===== config.mk =====
export PLATFORM = sky130hd
export DESIGN_NAME = lane_pack_queues
export DESIGN_NICKNAME = d
export VERILOG_FILES = /design/src/rtl/lpq_pkg.sv /design/src/rtl/lpq_fifo.sv /design/src/rtl/lpq_tx_unpack.sv /design/src/rtl/lpq_rx_pack.sv /design/src/rtl/lane_pack_queues.sv
export SDC_FILE = /design/constraint.sdc
export NUM_CORES = 1
export LEC_CHECK = 0
export CORE_MARGIN = 8
export CORE_UTILIZATION = 25
export CTS_CLUSTER_DIAMETER = 150
export DETAILED_ROUTE_END_ITERATION = 10
export DONT_BUFFER_PORTS = 1
export SYNTH_ARGS = -nofsm -noshare
export SYNTH_HDL_FRONTEND = slang
export SYNTH_SLANG_ARGS = --single-unit

===== constraint.sdc =====
create_clock -name clk -period 5.5 [get_ports clk]
set_input_delay 0 -clock clk [delete_from_list [all_inputs] [get_ports clk]]
set_output_delay 0 -clock clk [all_outputs]
set_load 0.01 [all_outputs]

===== src/rtl/lpq_pkg.sv =====
package lpq_pkg;
  localparam int BYTE_W = 8;

  function automatic int lanes_of(input int word_w);
    return word_w / BYTE_W;
  endfunction
endpackage


===== src/rtl/lpq_fifo.sv =====
module lpq_fifo #(
  parameter int W     = 32,
  parameter int DEPTH = 8
) (
  input  logic         clk,
  input  logic         rst,
  input  logic         flush,
  input  logic         wr_en,
  input  logic [W-1:0] wr_data,
  input  logic         rd_en,
  output logic [W-1:0] rd_data,
  output logic         full,
  output logic         empty
);
  localparam int AW = (DEPTH > 1) ? $clog2(DEPTH) : 1;
  localparam int CW = $clog2(DEPTH + 1);
  localparam logic [AW-1:0] LAST_IDX = AW'(DEPTH - 1);

  logic [W-1:0]  mem [DEPTH];
  logic [AW-1:0] wp, rp;
  logic [CW-1:0] count;
  logic          wr_ok, rd_ok;

  assign full  = (count == CW'(DEPTH));
  assign empty = (count == '0);
  assign wr_ok = wr_en && !full;
  assign rd_ok = rd_en && !empty;

  // Storage array without reset, so it maps onto block RAM
  always_ff @(posedge clk) begin
    if (wr_ok) mem[wp] <= wr_data;
  end

  always_ff @(posedge clk) begin
    if (rd_ok) rd_data <= mem[rp];
  end

  always_ff @(posedge clk) begin
    if (rst || flush) begin
      wp    <= '0;
      rp    <= '0;
      count <= '0;
    end else begin
      if (wr_ok) wp <= (wp == LAST_IDX) ? '0 : wp + 1'b1;
      if (rd_ok) rp <= (rp == LAST_IDX) ? '0 : rp + 1'b1;
      count <= count + CW'(wr_ok) - CW'(rd_ok);
    end
  end

  // a write into a full queue leaves the occupancy unchanged
  a_r9_full_write_dropped: assert property (@(posedge clk) disable iff (rst)
    (wr_en && full && !rd_en && !flush) |=> (count == $past(count)));

  // a read from an empty queue leaves it empty
  a_r10_empty_read_inert: assert property (@(posedge clk) disable iff (rst)
    (rd_en && empty && !wr_en && !flush) |=> empty);
endmodule


===== src/rtl/lpq_tx_unpack.sv =====
module lpq_tx_unpack
  import lpq_pkg::*;
#(
  parameter int WORD_W = 32,
  parameter int LEN_W  = 8
) (
  input  logic              clk,
  input  logic              rst,
  input  logic              flush,
  input  logic              cmd_valid,
  input  logic [LEN_W-1:0]  cmd_len,
  input  logic              q_empty,
  input  logic [WORD_W-1:0] q_data,
  output logic              q_pop,
  output logic              busy,
  output logic              eng_valid,
  output logic [BYTE_W-1:0] eng_byte,
  output logic              eng_last,
  input  logic              eng_ready
);
  localparam int LANES = lanes_of(WORD_W);
  localparam int LW    = (LANES > 1) ? $clog2(LANES) : 1;
  localparam logic [LW-1:0] TOP_LANE = LW'(LANES - 1);

  logic [WORD_W-1:0] cur_word;
  logic [LW-1:0]     lane;
  logic [LEN_W-1:0]  left;
  logic              have_word, pend, fire;

  assign busy      = (left != '0);
  assign eng_valid = have_word;
  assign eng_last  = have_word && (left == LEN_W'(1));
  assign eng_byte  = cur_word[lane*BYTE_W +: BYTE_W];
  assign fire      = have_word && eng_ready;
  assign q_pop     = !have_word && !pend && busy && !q_empty;

  always_ff @(posedge clk) begin
    if (rst || flush) begin
      cur_word  <= '0;
      lane      <= '0;
      left      <= '0;
      have_word <= 1'b0;
      pend      <= 1'b0;
    end else if (cmd_valid && !busy) begin
      left      <= cmd_len;
      lane      <= '0;
      have_word <= 1'b0;
      pend      <= 1'b0;
    end else begin
      if (q_pop) pend <= 1'b1;
      if (pend) begin
        cur_word  <= q_data;
        have_word <= 1'b1;
        pend      <= 1'b0;
      end
      if (fire) begin
        left <= left - 1'b1;
        if (lane == TOP_LANE || left == LEN_W'(1)) begin
          have_word <= 1'b0;
          lane      <= '0;
        end else begin
          lane <= lane + 1'b1;
        end
      end
    end
  end

  // an offered byte is held until the engine takes it
  a_r11_hold_on_stall: assert property (@(posedge clk) disable iff (rst)
    (eng_valid && !eng_ready && !flush) |=> (eng_valid && $stable(eng_byte)));

  // no byte is offered once the command's count is used up
  a_r3_no_excess_byte: assert property (@(posedge clk) disable iff (rst)
    (eng_valid && eng_ready && eng_last && !flush) |=> !eng_valid);
endmodule


===== src/rtl/lpq_rx_pack.sv =====
module lpq_rx_pack
  import lpq_pkg::*;
#(
  parameter int WORD_W = 32,
  parameter int LEN_W  = 8
) (
  input  logic              clk,
  input  logic              rst,
  input  logic              flush,
  input  logic              cmd_valid,
  input  logic [LEN_W-1:0]  cmd_len,
  input  logic              eng_valid,
  input  logic [BYTE_W-1:0] eng_byte,
  input  logic              q_full,
  output logic              push,
  output logic [WORD_W-1:0] push_word,
  output logic              busy
);
  localparam int LANES = lanes_of(WORD_W);
  localparam int LW    = (LANES > 1) ? $clog2(LANES) : 1;
  localparam logic [LW-1:0] TOP_LANE = LW'(LANES - 1);

  logic [WORD_W-1:0] acc, acc_next;
  logic [LW-1:0]     lane;
  logic [LEN_W-1:0]  left;
  logic              take, close;
  logic              push_r;

  assign busy  = (left != '0);
  assign take  = eng_valid && busy;
  assign close = take && (lane == TOP_LANE || left == LEN_W'(1));
  assign push  = push_r && !q_full;

  always_comb begin
    acc_next = acc;
    acc_next[lane*BYTE_W +: BYTE_W] = eng_byte;
  end

  always_ff @(posedge clk) begin
    if (rst || flush) begin
      acc       <= '0;
      lane      <= '0;
      left      <= '0;
      push_r    <= 1'b0;
      push_word <= '0;
    end else begin
      push_r <= close;
      if (close) push_word <= acc_next;
      if (cmd_valid && !busy) begin
        left <= cmd_len;
        lane <= '0;
        acc  <= '0;
      end else if (take) begin
        left <= left - 1'b1;
        if (close) begin
          acc  <= '0;
          lane <= '0;
        end else begin
          acc  <= acc_next;
          lane <= lane + 1'b1;
        end
      end
    end
  end

  // a flush leaves no partial word and no active count behind
  a_r8_flush_clears: assert property (@(posedge clk) disable iff (rst)
    flush |=> (!busy && lane == '0 && acc == '0));

  // a byte with no active command produces no word
  a_r12_idle_byte_ignored: assert property (@(posedge clk) disable iff (rst)
    (eng_valid && !busy && !flush) |=> !push_r);
endmodule


===== src/rtl/lane_pack_queues.sv =====
module lane_pack_queues
  import lpq_pkg::*;
#(
  parameter int WORD_W = 32,
  parameter int DEPTH  = 8,
  parameter int LEN_W  = 8
) (
  input  logic              clk,
  input  logic              rst,
  input  logic              soft_rst,
  input  logic              tx_wr_en,
  input  logic [WORD_W-1:0] tx_wr_data,
  output logic              tx_full,
  output logic              tx_overflow,
  input  logic              tx_cmd_valid,
  input  logic [LEN_W-1:0]  tx_cmd_len,
  output logic              tx_busy,
  output logic              eng_tx_valid,
  output logic [7:0]        eng_tx_byte,
  output logic              eng_tx_last,
  input  logic              eng_tx_ready,
  input  logic              rx_cmd_valid,
  input  logic [LEN_W-1:0]  rx_cmd_len,
  output logic              rx_busy,
  input  logic              eng_rx_valid,
  input  logic [7:0]        eng_rx_byte,
  input  logic              rx_rd_en,
  output logic [WORD_W-1:0] rx_rd_data,
  output logic              rx_empty,
  output logic              rx_underflow
);
  logic              txq_empty, txq_pop;
  logic [WORD_W-1:0] txq_data;
  logic              rxq_full, rxq_push;
  logic [WORD_W-1:0] rxq_word;

  lpq_fifo #(.W(WORD_W), .DEPTH(DEPTH)) u_txq (
    .clk(clk), .rst(rst), .flush(soft_rst),
    .wr_en(tx_wr_en), .wr_data(tx_wr_data),
    .rd_en(txq_pop), .rd_data(txq_data),
    .full(tx_full), .empty(txq_empty)
  );

  lpq_tx_unpack #(.WORD_W(WORD_W), .LEN_W(LEN_W)) u_unpack (
    .clk(clk), .rst(rst), .flush(soft_rst),
    .cmd_valid(tx_cmd_valid), .cmd_len(tx_cmd_len),
    .q_empty(txq_empty), .q_data(txq_data), .q_pop(txq_pop),
    .busy(tx_busy), .eng_valid(eng_tx_valid), .eng_byte(eng_tx_byte),
    .eng_last(eng_tx_last), .eng_ready(eng_tx_ready)
  );

  lpq_rx_pack #(.WORD_W(WORD_W), .LEN_W(LEN_W)) u_pack (
    .clk(clk), .rst(rst), .flush(soft_rst),
    .cmd_valid(rx_cmd_valid), .cmd_len(rx_cmd_len),
    .eng_valid(eng_rx_valid), .eng_byte(eng_rx_byte),
    .q_full(rxq_full), .push(rxq_push), .push_word(rxq_word),
    .busy(rx_busy)
  );

  lpq_fifo #(.W(WORD_W), .DEPTH(DEPTH)) u_rxq (
    .clk(clk), .rst(rst), .flush(soft_rst),
    .wr_en(rxq_push), .wr_data(rxq_word),
    .rd_en(rx_rd_en), .rd_data(rx_rd_data),
    .full(rxq_full), .empty(rx_empty)
  );

  always_ff @(posedge clk) begin
    if (rst || soft_rst) begin
      tx_overflow  <= 1'b0;
      rx_underflow <= 1'b0;
    end else begin
      if (tx_wr_en && tx_full)  tx_overflow  <= 1'b1;
      if (rx_rd_en && rx_empty) rx_underflow <= 1'b1;
    end
  end

  // the overflow flag is sticky until a flush
  a_r9_overflow_sticky: assert property (@(posedge clk) disable iff (rst)
    (tx_overflow && !soft_rst) |=> tx_overflow);

  // the underflow flag is sticky until a flush
  a_r10_underflow_sticky: assert property (@(posedge clk) disable iff (rst)
    (rx_underflow && !soft_rst) |=> rx_underflow);
endmodule


# Word-level counts from Yosys, hierarchy flattened
# Memory sizes are Yosys's and may differ from the RTL's. A register that Yosys moved wholly into a read port is not among the register bits.
# Cells that the tools add are included.
[totals]
elab_cells = 104
ff_bits = 141
mem_bits_rw = 512
output_inout_bits = 48
mem_count = 2
[mem_list]
columns = ["name", "words", "width", "read_ports", "rd_ports_with_merged_regs", "wr", "line_no", "rtl"]
rows = [
  ["u_rxq.mem", 8, 32, 1, 1, 1, "lpq_fifo.sv:19", "logic [W-1:0] mem [DEPTH];"],
  ["u_txq.mem", 8, 32, 1, 1, 1, "lpq_fifo.sv:19", ""],
]
[op_classes]
n_reduce_logical = 37
mux = 20
n_eq_ne = 10
n_bitwise = 1
shift = 3
addsub = 13
[op_table]
columns = ["op", "n"]
rows = [
  ["$neg A5 Y34", 1],
  ["$shift A8 B34 Y32 const A", 1],
  ["$shiftx A8 B34 Y32", 1],
  ["$bwmux W32", 1],
  ["$mux W32", 1],
  ["$mux W8", 4],
  ["$shiftx A32 B6 Y8", 1],
  ["$eq A8 B1 Y1 const B", 2],
  ["$logic_and A1 B1 Y1", 16],
  ["$reduce_bool A8 Y1", 2],
  ["$sub A8 B1 Y8 const B", 2],
  ["$add A3 B1 Y3 const B", 4],
  ["$eq A3 B3 Y1 const B", 4],
  ["$mux W3", 4],
  ["$add A4 B1 Y4", 2],
  ["$eq A4 B4 Y1 const B", 2],
  ["$logic_not A1 Y1", 8],
  ["$logic_not A4 Y1", 2],
  ["$mux W1", 8],
  ["$sub A4 B1 Y4", 2],
  ["$add A2 B1 Y2 const B", 2],
  ["$eq A2 B2 Y1 const B", 2],
  ["$mux W2", 2],
  ["$reduce_bool A2 Y1", 2],
  ["other kinds (5)", 8],
]

# Logic depth before layout (Yosys ltp)
# Gate-level depths: netlist of the first run.
[logic_depth]
depth_word = 6
depth_mapped = 12

# Cells and area by module
# A second synthesis of the first run with hierarchy kept.
[hier_totals]
cells_unflattened = 1585
area_unflattened_um2 = 27963.1
[modules_own_cells]
columns = ["module", "instances", "cells_each", "area_each_um2"]
rows = [
  ["lpq_fifo at u_txq", 1, 478, 11242.0],
  ["lpq_fifo at u_rxq", 1, 479, 11207.0],
  ["lpq_rx_pack", 1, 397, 3503.4],
  ["lpq_tx_unpack", 1, 225, 1950.6],
  ["lane_pack_queues", 1, 6, 60.1],
]

# Worst setup path after synthesis of the first run
# No wires, ideal clock.
[synth_path]
path_kind = "flip-flop to flip-flop"
startpoint = "register u_unpack.have_word (netlist: u_unpack.eng_valid)"
endpoint = "register u_txq.count[1]"
setup_time_ns = 0.115
slack_ns = 0.447
arrival_ns = 4.938
required_time_ns = 5.385
n_path_buf = 0
stages_incl_launch_ff = 8
cell_sequence = "dfxtp_1 > or2_2 > a311oi_1 > ha_1 > inv_1 > ha_1 > fa_1 > and2_1"
[synth_via]
elab_chain_len = 6
[synth_rtl]
columns = ["element", "line_no", "rtl"]
rows = [
  ["start: declaration", "lpq_tx_unpack.sv:28", "logic have_word, pend, fire;"],
  ["start signal: assignment", "lpq_tx_unpack.sv:42", "have_word <= 1'b0;"],
  ["start signal: assignment", "lpq_tx_unpack.sv:47", "have_word <= 1'b0;"],
  ["start signal: assignment", "lpq_tx_unpack.sv:53", "have_word <= 1'b1;"],
  ["$logic_not A1 Y1", "lpq_tx_unpack.sv:35", "assign q_pop = !have_word && !pend && busy && !q_empty;"],
  ["$logic_and A1 B1 Y1 (3 in series)", "lpq_tx_unpack.sv:35", ""],
  ["via txq_pop", "lane_pack_queues.sv:32", "logic txq_empty, txq_pop;"],
  ["$logic_and A1 B1 Y1", "lpq_fifo.sv:27", "assign rd_ok = rd_en && !empty;"],
  ["$sub A4 B1 Y4", "lpq_fifo.sv:46", "count <= count + CW'(wr_ok) - CW'(rd_ok);"],
  ["end signal: assignment", "lpq_fifo.sv:46", ""],
  ["end: declaration", "lpq_fifo.sv:21", "logic [CW-1:0] count;"],
]
# The timed path passes the listed nets, and every way through them passes these cells.
# A chain may end at the register's enable or synchronous reset.

# Final worst setup path of the first run
[layout_path]
startpoint = "register u_rxq.count[2]"
endpoint = "register u_rxq.count[2]"
[layout_lines]
columns = ["element", "line_no", "rtl"]
rows = [
  ["start: declaration", "lpq_fifo.sv:21", ""],
  ["start signal: assignment", "lpq_fifo.sv:46", ""],
  ["$logic_not A4 Y1", "lpq_fifo.sv:25", "assign empty = (count == '0);"],
  ["via rx_empty", "lane_pack_queues.sv:29", "output logic rx_empty,"],
  ["$logic_not A1 Y1", "lpq_fifo.sv:27", ""],
  ["$logic_and A1 B1 Y1", "lpq_fifo.sv:27", ""],
  ["via u_rxq.rd_ok", "lpq_fifo.sv:22", "logic wr_ok, rd_ok;"],
  ["$sub A4 B1 Y4", "lpq_fifo.sv:46", ""],
]
# The timed path passes the listed nets, and every way through them passes these cells.

==> impl_metrics.yaml, run 1 <==
place:
  globalplace.congestion: 0.770
  place_inst: 2994
  dp_hpwl_um: 35400
  portBuffers: 0
logic_synthesis:
  synth_edf_count: 576
  ys_seq_elements: 717
  yosys_warnings: 0
  synth_seq_area_share: 0.730
  yosysTopAreaCellShare: 0.628
  syn-mean-instance-area_um2: 17.7
  synth_area_leaders: "edfxtp_1, mux4_2, dfxtp_1"
  synthArstFlopShare: 0
  syn_area_um2: 27600
  synth_cells: 1561
  synthesis.nets: 1659
  synth_ff_type: "edfxtp_1"
  yosys-top-cells-count: "edfxtp_1, dfxtp_1, mux4_2, nand2_1, a21oi_1"
  synthDistinctLibCells: 59
  yosysTopAreaCell: "edfxtp_1"
  yosysMostFrequentCell: "edfxtp_1"
worst_setup_path:
  path_cells: "inv_1 > ha_1 > nor3b_1 > nand2b_1 > inv_2 > ha_1 > inv_1 > ha_1 > fa_1 > xnor2_1 > nor2_1"
  critPathCaptureType: "register"
  slowest_stage: "nor3b_1"
  max_stage_delay_ps: 500
  required_ps: 5990
  cpMostUsedCell: "ha_1"
  critPathKind: "register to register"
  crit_arrival_ps: 3720
  path_max_fanout: 33
  start_kind: "register"
timing:
  setup_viol: 0
  finalClockSkew_ps: 21.5
  worstMarginPinSlew_ps: 1270
  period_share: 0.588
  maxSlewHeadroom: 0.154
  finalHoldViolCount: 0
  rsz0062_at_grt: "no"
  finalCriticalPeriod_ps: 3230
  finalMaxSlewViolations: 0
  fin_setup_tns_ps: 0
  fmax_ghz: 0.309
clocking:
  root_buffer: "clkbuf_16"
  cts_setup_buffers: 0
  cts.clk_slew.worst_paths_ps: 60
  cts_buffer_depth: 3
  cts_buffers: 71
  cts_max_level: 3
  cts_resized: 0
  insertion_delay_ps: 610
  cts_sinks: 717
  cts_hold_repair.buffers: 79
  tritoncts: "built"
cells_and_area:
  utilization: 0.296
  drive_gt1_frac: 0.214
  syn2layout_area_growth_pct: 18.4
  final_nets: 1756
  fillers: 10737
  final_cell_count_no_fill: 3210
power:
  power.switching_mw: 3.15
  seq_power_share: 0.507
  p_int_mw: 9.54
  switching_share: 0.248
  irDropWorstVdd_mv: 0.248
  power_density_nw_per_um2: 389
  clkPwrFrac: 0.381
  p_comb_frac: 0.112
  power.leakage_nw: 10.3
drt:
  ant_nets: 0
  drt_iter0_drc: 1005
  drt-total-wl_um: 62100
  dr.pass1.iters: 7
  post-route-drc-count: 0
  routed_via_density: 4.48
  num_vias: 14381
  routedWlPerCell_um: 19.3
floorplan:
  pin_count: 113
  die_y_um: 348
  num_rows: 122
  start_util: 0.250
  die_w_um: 348
  core_area_um2: 110000
  die-area_um2: 121000
worst_hold_path:
  min_path_type: "input port to register"
grt:
  grt_pass1_vias: 14998
  antenna_found_initial: 6
  track_usage: 0.101
  grt_first_pass_wirelength_um: 94200
  grt_max_degree: 73
  grt-ovfl-total: 0
outcome:
  status: "finished clean"
run:
  cap_violations: 0
==> layout make-up <==
class / count / area [um^2] / area share
clock buffer: 95 / 1920 / 0.0588
inverter: 30 / 113 / 0.00345
sequential: 717 / 20100 / 0.617
clock inverter: 36 / 412 / 0.0126
antenna: 6 / 15.0 / 0.000460
tap: 1488 / 1860 / 0.0571
multi-input combinational: 725 / 7130 / 0.218
timing repair buffer: 113 / 1050 / 0.0321
==> cells by family (layout without fill, tap and decap cells) <==
logic type | Yosys count | after routing | share of synthesized area
buf+inv | 119 | 274 | 0.0173
mux | 204 | 204 | 0.139
flops | 717 | 717 | 0.730
fa+ha+maj | 33 | 33 | 0.0155
other cells | 0 | 6 | 0
simple gates | 285 | 285 | 0.0488
compound gates | 191 | 191 | 0.0457
xor+xnor | 12 | 12 | 0.00381
==> stage by stage <==
stage / cell area, um^2 / power (mW) / setup WS [ps] / hold slack, ps
floorplan: 27600 / 7.46 / 447 / 98.9
global placement: 29500 / 7.88 / 2290 / 99.3
detailed placement: 29500 / 7.93 / 2230 / 99.3
CTS: 32600 / 12.9 / 2210 / 11.7
global route: 32600 / 13.2 / 2000 / 61.8
finish: 32600 / 12.7 / 2270 / 49.4
==> worst max-delay path, delay by kind of cell, from the launching register on <==
family,cells,cell delay [ps]
buf+inv,3,560
xor+xnor,1,170
fa+ha+maj,4,1200
flops,1,300
simple gates,3,870
==> cells in the final DEF (no fill, tap or decap), types with 9 or more instances in the layout <==
cell type,n
clkbuf_16,73
nand2_1,92
a22oi_1,34
nor3_1,68
a21oi_1,86
dlygate4sd3_1,79
mux4_2,136
ha_1,31
clkinv_2,9
o21ai_0,10
clkinv_1,12
mux2_2,64
clkbuf_1,21
inv_1,29
a22o_1,32
nor2_1,53
dfxtp_1,135
buf_4,34
edfxtp_1,576
==> per-layer routing <==
layer	GRT usage	share of wire	vias to the layer above	routed length (um)
met2	0.177	0.51	421	31600
met1	0.121	0.40	7477	25100
met4	0.0288	0.025	0	1580
met3	0.0265	0.063	101	3880
li1	-	-	6382	-
met5	0	0	-	0
==> sequential cells by signal, indices dropped and copies added, names as in the netlist, 4 cells and up <==
register	count
u_pack.acc	32
u_pack.left	8
u_pack.push_word	32
u_rxq.count	4
u_rxq.mem	256
u_rxq.rd_data	32
u_txq.count	4
u_txq.mem	256
u_txq.rd_data	32
u_unpack.cur_word	32
u_unpack.left	8
==> power groups by stage <==
stage,combinational [mW],sequential (mW),clock [mW]
4_1_cts,1.44,6.47,4.95
3_3_place_gp,1.30,6.58,0
2_1_floorplan,1.05,6.41,0
5_1_grt,1.56,6.49,5.14
3_5_place_dp,1.35,6.58,0
6_report,1.42,6.44,4.83
==> final timing paths <==
path | startpoint | endpoint | slack (ps) | cells after the start
setup / recovery | u_rxq.count[2]$_SDFF_PP0_ | u_rxq.count[2]$_SDFF_PP0_ | 2270 | 11
hold / removal | eng_rx_valid | u_pack.left[0]$_SDFFE_PP0P_ | 50 | 3
setup reg to reg | u_rxq.count[2]$_SDFF_PP0_ | u_rxq.count[2]$_SDFF_PP0_ | 2270 | 11
hold reg to reg | u_unpack.cur_word[20]$_SDFFE_PP0P_ | u_unpack.cur_word[20]$_SDFFE_PP0P_ | 450 | 2
Note: power is estimated with default switching activity, not from simulation.
==> inputs of run 2 (changes only) <==
- ABC_AREA: default -> 1
- clock period: 5.5 -> 3.3 ns (I/O delays scaled with it)
==> impl_metrics.yaml, run 2 <==
outcome:
  status: "finished clean"
grt:
  grt_pass1_vias: 17830
  track_usage: 0.107
  antenna_found_initial: 10
  grt_first_pass_wirelength_um: 107000
  grt_max_degree: 131
  grt-ovfl-total: 0
cells_and_area:
  final_cell_count_no_fill: 4198
  reg_top3: "u_rxq.mem (256), u_txq.mem (256)"
  design_area_um2: 33600
  drive_gt1_frac: 0.0755
  final_nets: 2716
  layout_common_cells: "edfxtp_1, nor2_1, nand2_1, o21ai_0, dfxtp_1"
  multi_input_area_um2: 7450
  fillers: 11628
  final_common_cell: "edfxtp_1"
  ff_latch_area_um2: 20100
  syn2layout_area_growth_pct: 17.6
drt:
  num_vias: 18616
  ant_nets: 0
  routedWlPerCell_um: 16.7
  routed_via_density: 4.43
  drt_iter0_drc: 1446
  drt-total-wl_um: 70200
  dr.pass1.iters: 5
  post-route-drc-count: 0
place:
  dp_hpwl_um: 40500
  place_ws_ps: 881
  globalplace.congestion: 0.812
  place_inst: 3960
  portBuffers: 0
  place_area_um2: 30300
clocking:
  cts_buffer_depth: 3
  tritoncts: "built"
  cts_sinks: 717
  cts_max_level: 3
  root_buffer: "clkbuf_16"
  cts.clk_slew.worst_paths_ps: 60
  insertion_delay_ps: 610
  cts_buffers: 72
logic_synthesis:
  yosysMostFrequentCell: "edfxtp_1"
  synth_ff_type: "edfxtp_1"
  synth_area_leaders: "edfxtp_1, dfxtp_1, nor2_1"
  synth_cells: 2546
  synth_edf_count: 576
  synth_seq_area_share: 0.704
  synthesis.nets: 2644
  yosys_warnings: 0
  ys_seq_elements: 717
  syn_area_um2: 28600
  yosys-top-cells-count: "edfxtp_1, nor2_1, nand2_1, o21ai_0, dfxtp_1"
  yosysTopAreaCell: "edfxtp_1"
  yosysTopAreaCellShare: 0.605
  synthDistinctLibCells: 37
  syn-mean-instance-area_um2: 11.2
  synthArstFlopShare: 0
floorplan:
  pin_count: 113
  core_area_um2: 114000
  die_y_um: 354
  start_util: 0.251
  die_w_um: 354
  die-area_um2: 125000
  num_rows: 124
timing:
  maxSlewHeadroom: 0.421
  setup_ws_ps: 121
  finalClockSkew_ps: 18.2
  period_share: 0.963
  finalHoldViolCount: 0
  setup_viol: 0
  finalCriticalPeriod_ps: 3180
  fmax_ghz: 0.315
  worstMarginPinSlew_ps: 867
  finalMaxSlewViolations: 0
worst_setup_path:
  start_kind: "input port"
  cpMostUsedCell: "dlygate4sd3_1"
  crit_arrival_ps: 3730
  max_stage_delay_ps: 690
  cp-endpoint: "u_pack.left[3]$_SDFFE_PP0P_"
  path_max_fanout: 45
  path_cells: "dlygate4sd3_1 > nor2_4 > dlygate4sd3_1 > buf_4 > buf_4 > o211ai_1 > dlygate4sd3_1 > nor2_1 > dlygate4sd3_1"
  startpoint: "rst"
  reg2reg_slack_ps: 130
  rr_startpoint: "u_pack.left[0]$_SDFFE_PP0P_"
  required_ps: 3850
  slowest_stage: "dlygate4sd3_1"
  r2r_end: "u_pack.left[1]$_SDFFE_PP0P_"
  r2r_cells: 13
  critPathKind: "input port to register"
  critPathCaptureType: "register"
power:
  power_density_nw_per_um2: 677
  irDropWorstVdd_mv: 0.398
  power.leakage_nw: 11.4
worst_hold_path:
  holdCritStartpoint: "eng_tx_ready"
  min_path_type: "input port to register"
run:
  cap_violations: 0
==> run 2: cell count changes after synthesis, moves of 32 or more <==
cell     before  now
a21oi_1      87  126
a22o_1       32    0
a22oi_1      34    1
a31oi_1       4   64
inv_1        30   99
mux2_2       64    0
mux4_2      136    0
nand2_1      92  353
nand3_1       6   39
nor2_1       60  519
nor3_1       76    2
o21ai_0      10  353
==> run 2: cells by family after synthesis <==
kind of cell	count (synthesis)	synth area share
compound gates	597	0.109
xor+xnor	5	0.00153
fa+ha+maj	33	0.0150
buf+inv	249	0.0400
flops	717	0.704
simple gates	945	0.130
==> run 2: repair_timing <==
action,CTS,global route
setup endpoints to repair,0,1
hold buffers,93,0
endpoints found under the hold margin,359,0
gates resized for setup,0,4
buffers inserted,0,3
==> run 2: through the flow <==
step | power [mW] | TNS (ps) | util | hold WS, ps
floorplan | 13.6 | 0 | - | 98.9
global route | 23.8 | -11.0 | 0.295 | 95.6
global placement | 14.6 | 0 | 0.266 | 99.3
CTS | 22.9 | 0 | 0.294 | 36.5
detailed placement | 14.7 | 0 | 0.266 | 99.3
finish | 22.7 | 0 | 0.295 | 84.8
==> run 2: cell type report <==
cell class	count	area share
Timing Repair Buffer	139	0.0406
Clock inverter	25	0.00633
Sequential cell	717	0.599
Tap cell	1512	0.0563
Multi-Input combinational cell	1580	0.222
Clock buffer	106	0.0626
Inverter	108	0.0122
Antenna cell	11	0.000819
==> run 2: worst max-delay path, delay by kind of cell <==
kind / cells / cell delay [ps]
and+or+nand+nor: 2 / 230
buffers and inverters: 6 / 3330
AOI/OAI and AO/OA: 1 / 150
==> run 2: how the worst min path moves through the flow <==
stage,end,slack [ps],cells after the start
floorplan,u_txq.mem[0][0]$_DFFE_PP_,100,0
global placement,u_txq.mem[6][4]$_DFFE_PP_,100,0
detailed placement,u_txq.mem[6][4]$_DFFE_PP_,100,0
CTS,u_unpack.lane[0]$_SDFFE_PP0P_,40,3
global route,u_unpack.lane[0]$_SDFFE_PP0P_,100,3
finish,u_unpack.lane[0]$_SDFFE_PP0P_,80,3
==> run 2: layer usage <==
metal,vias to the layer above,global-route usage,share of wire
li1,9023,-,-
met1,9070,0.144,0.44
met2,440,0.178,0.48
met3,83,0.0251,0.067
met4,0,0.0227,0.015
met5,-,0,0
==> run 2: report_power, final <==
part	total, mW	internal [mW]	switching [mW]
Sequential	10.8	10.5	0.311
Combinational	3.90	1.19	2.71
Clock	8.05	4.67	3.38
Total	22.7	16.4	6.39
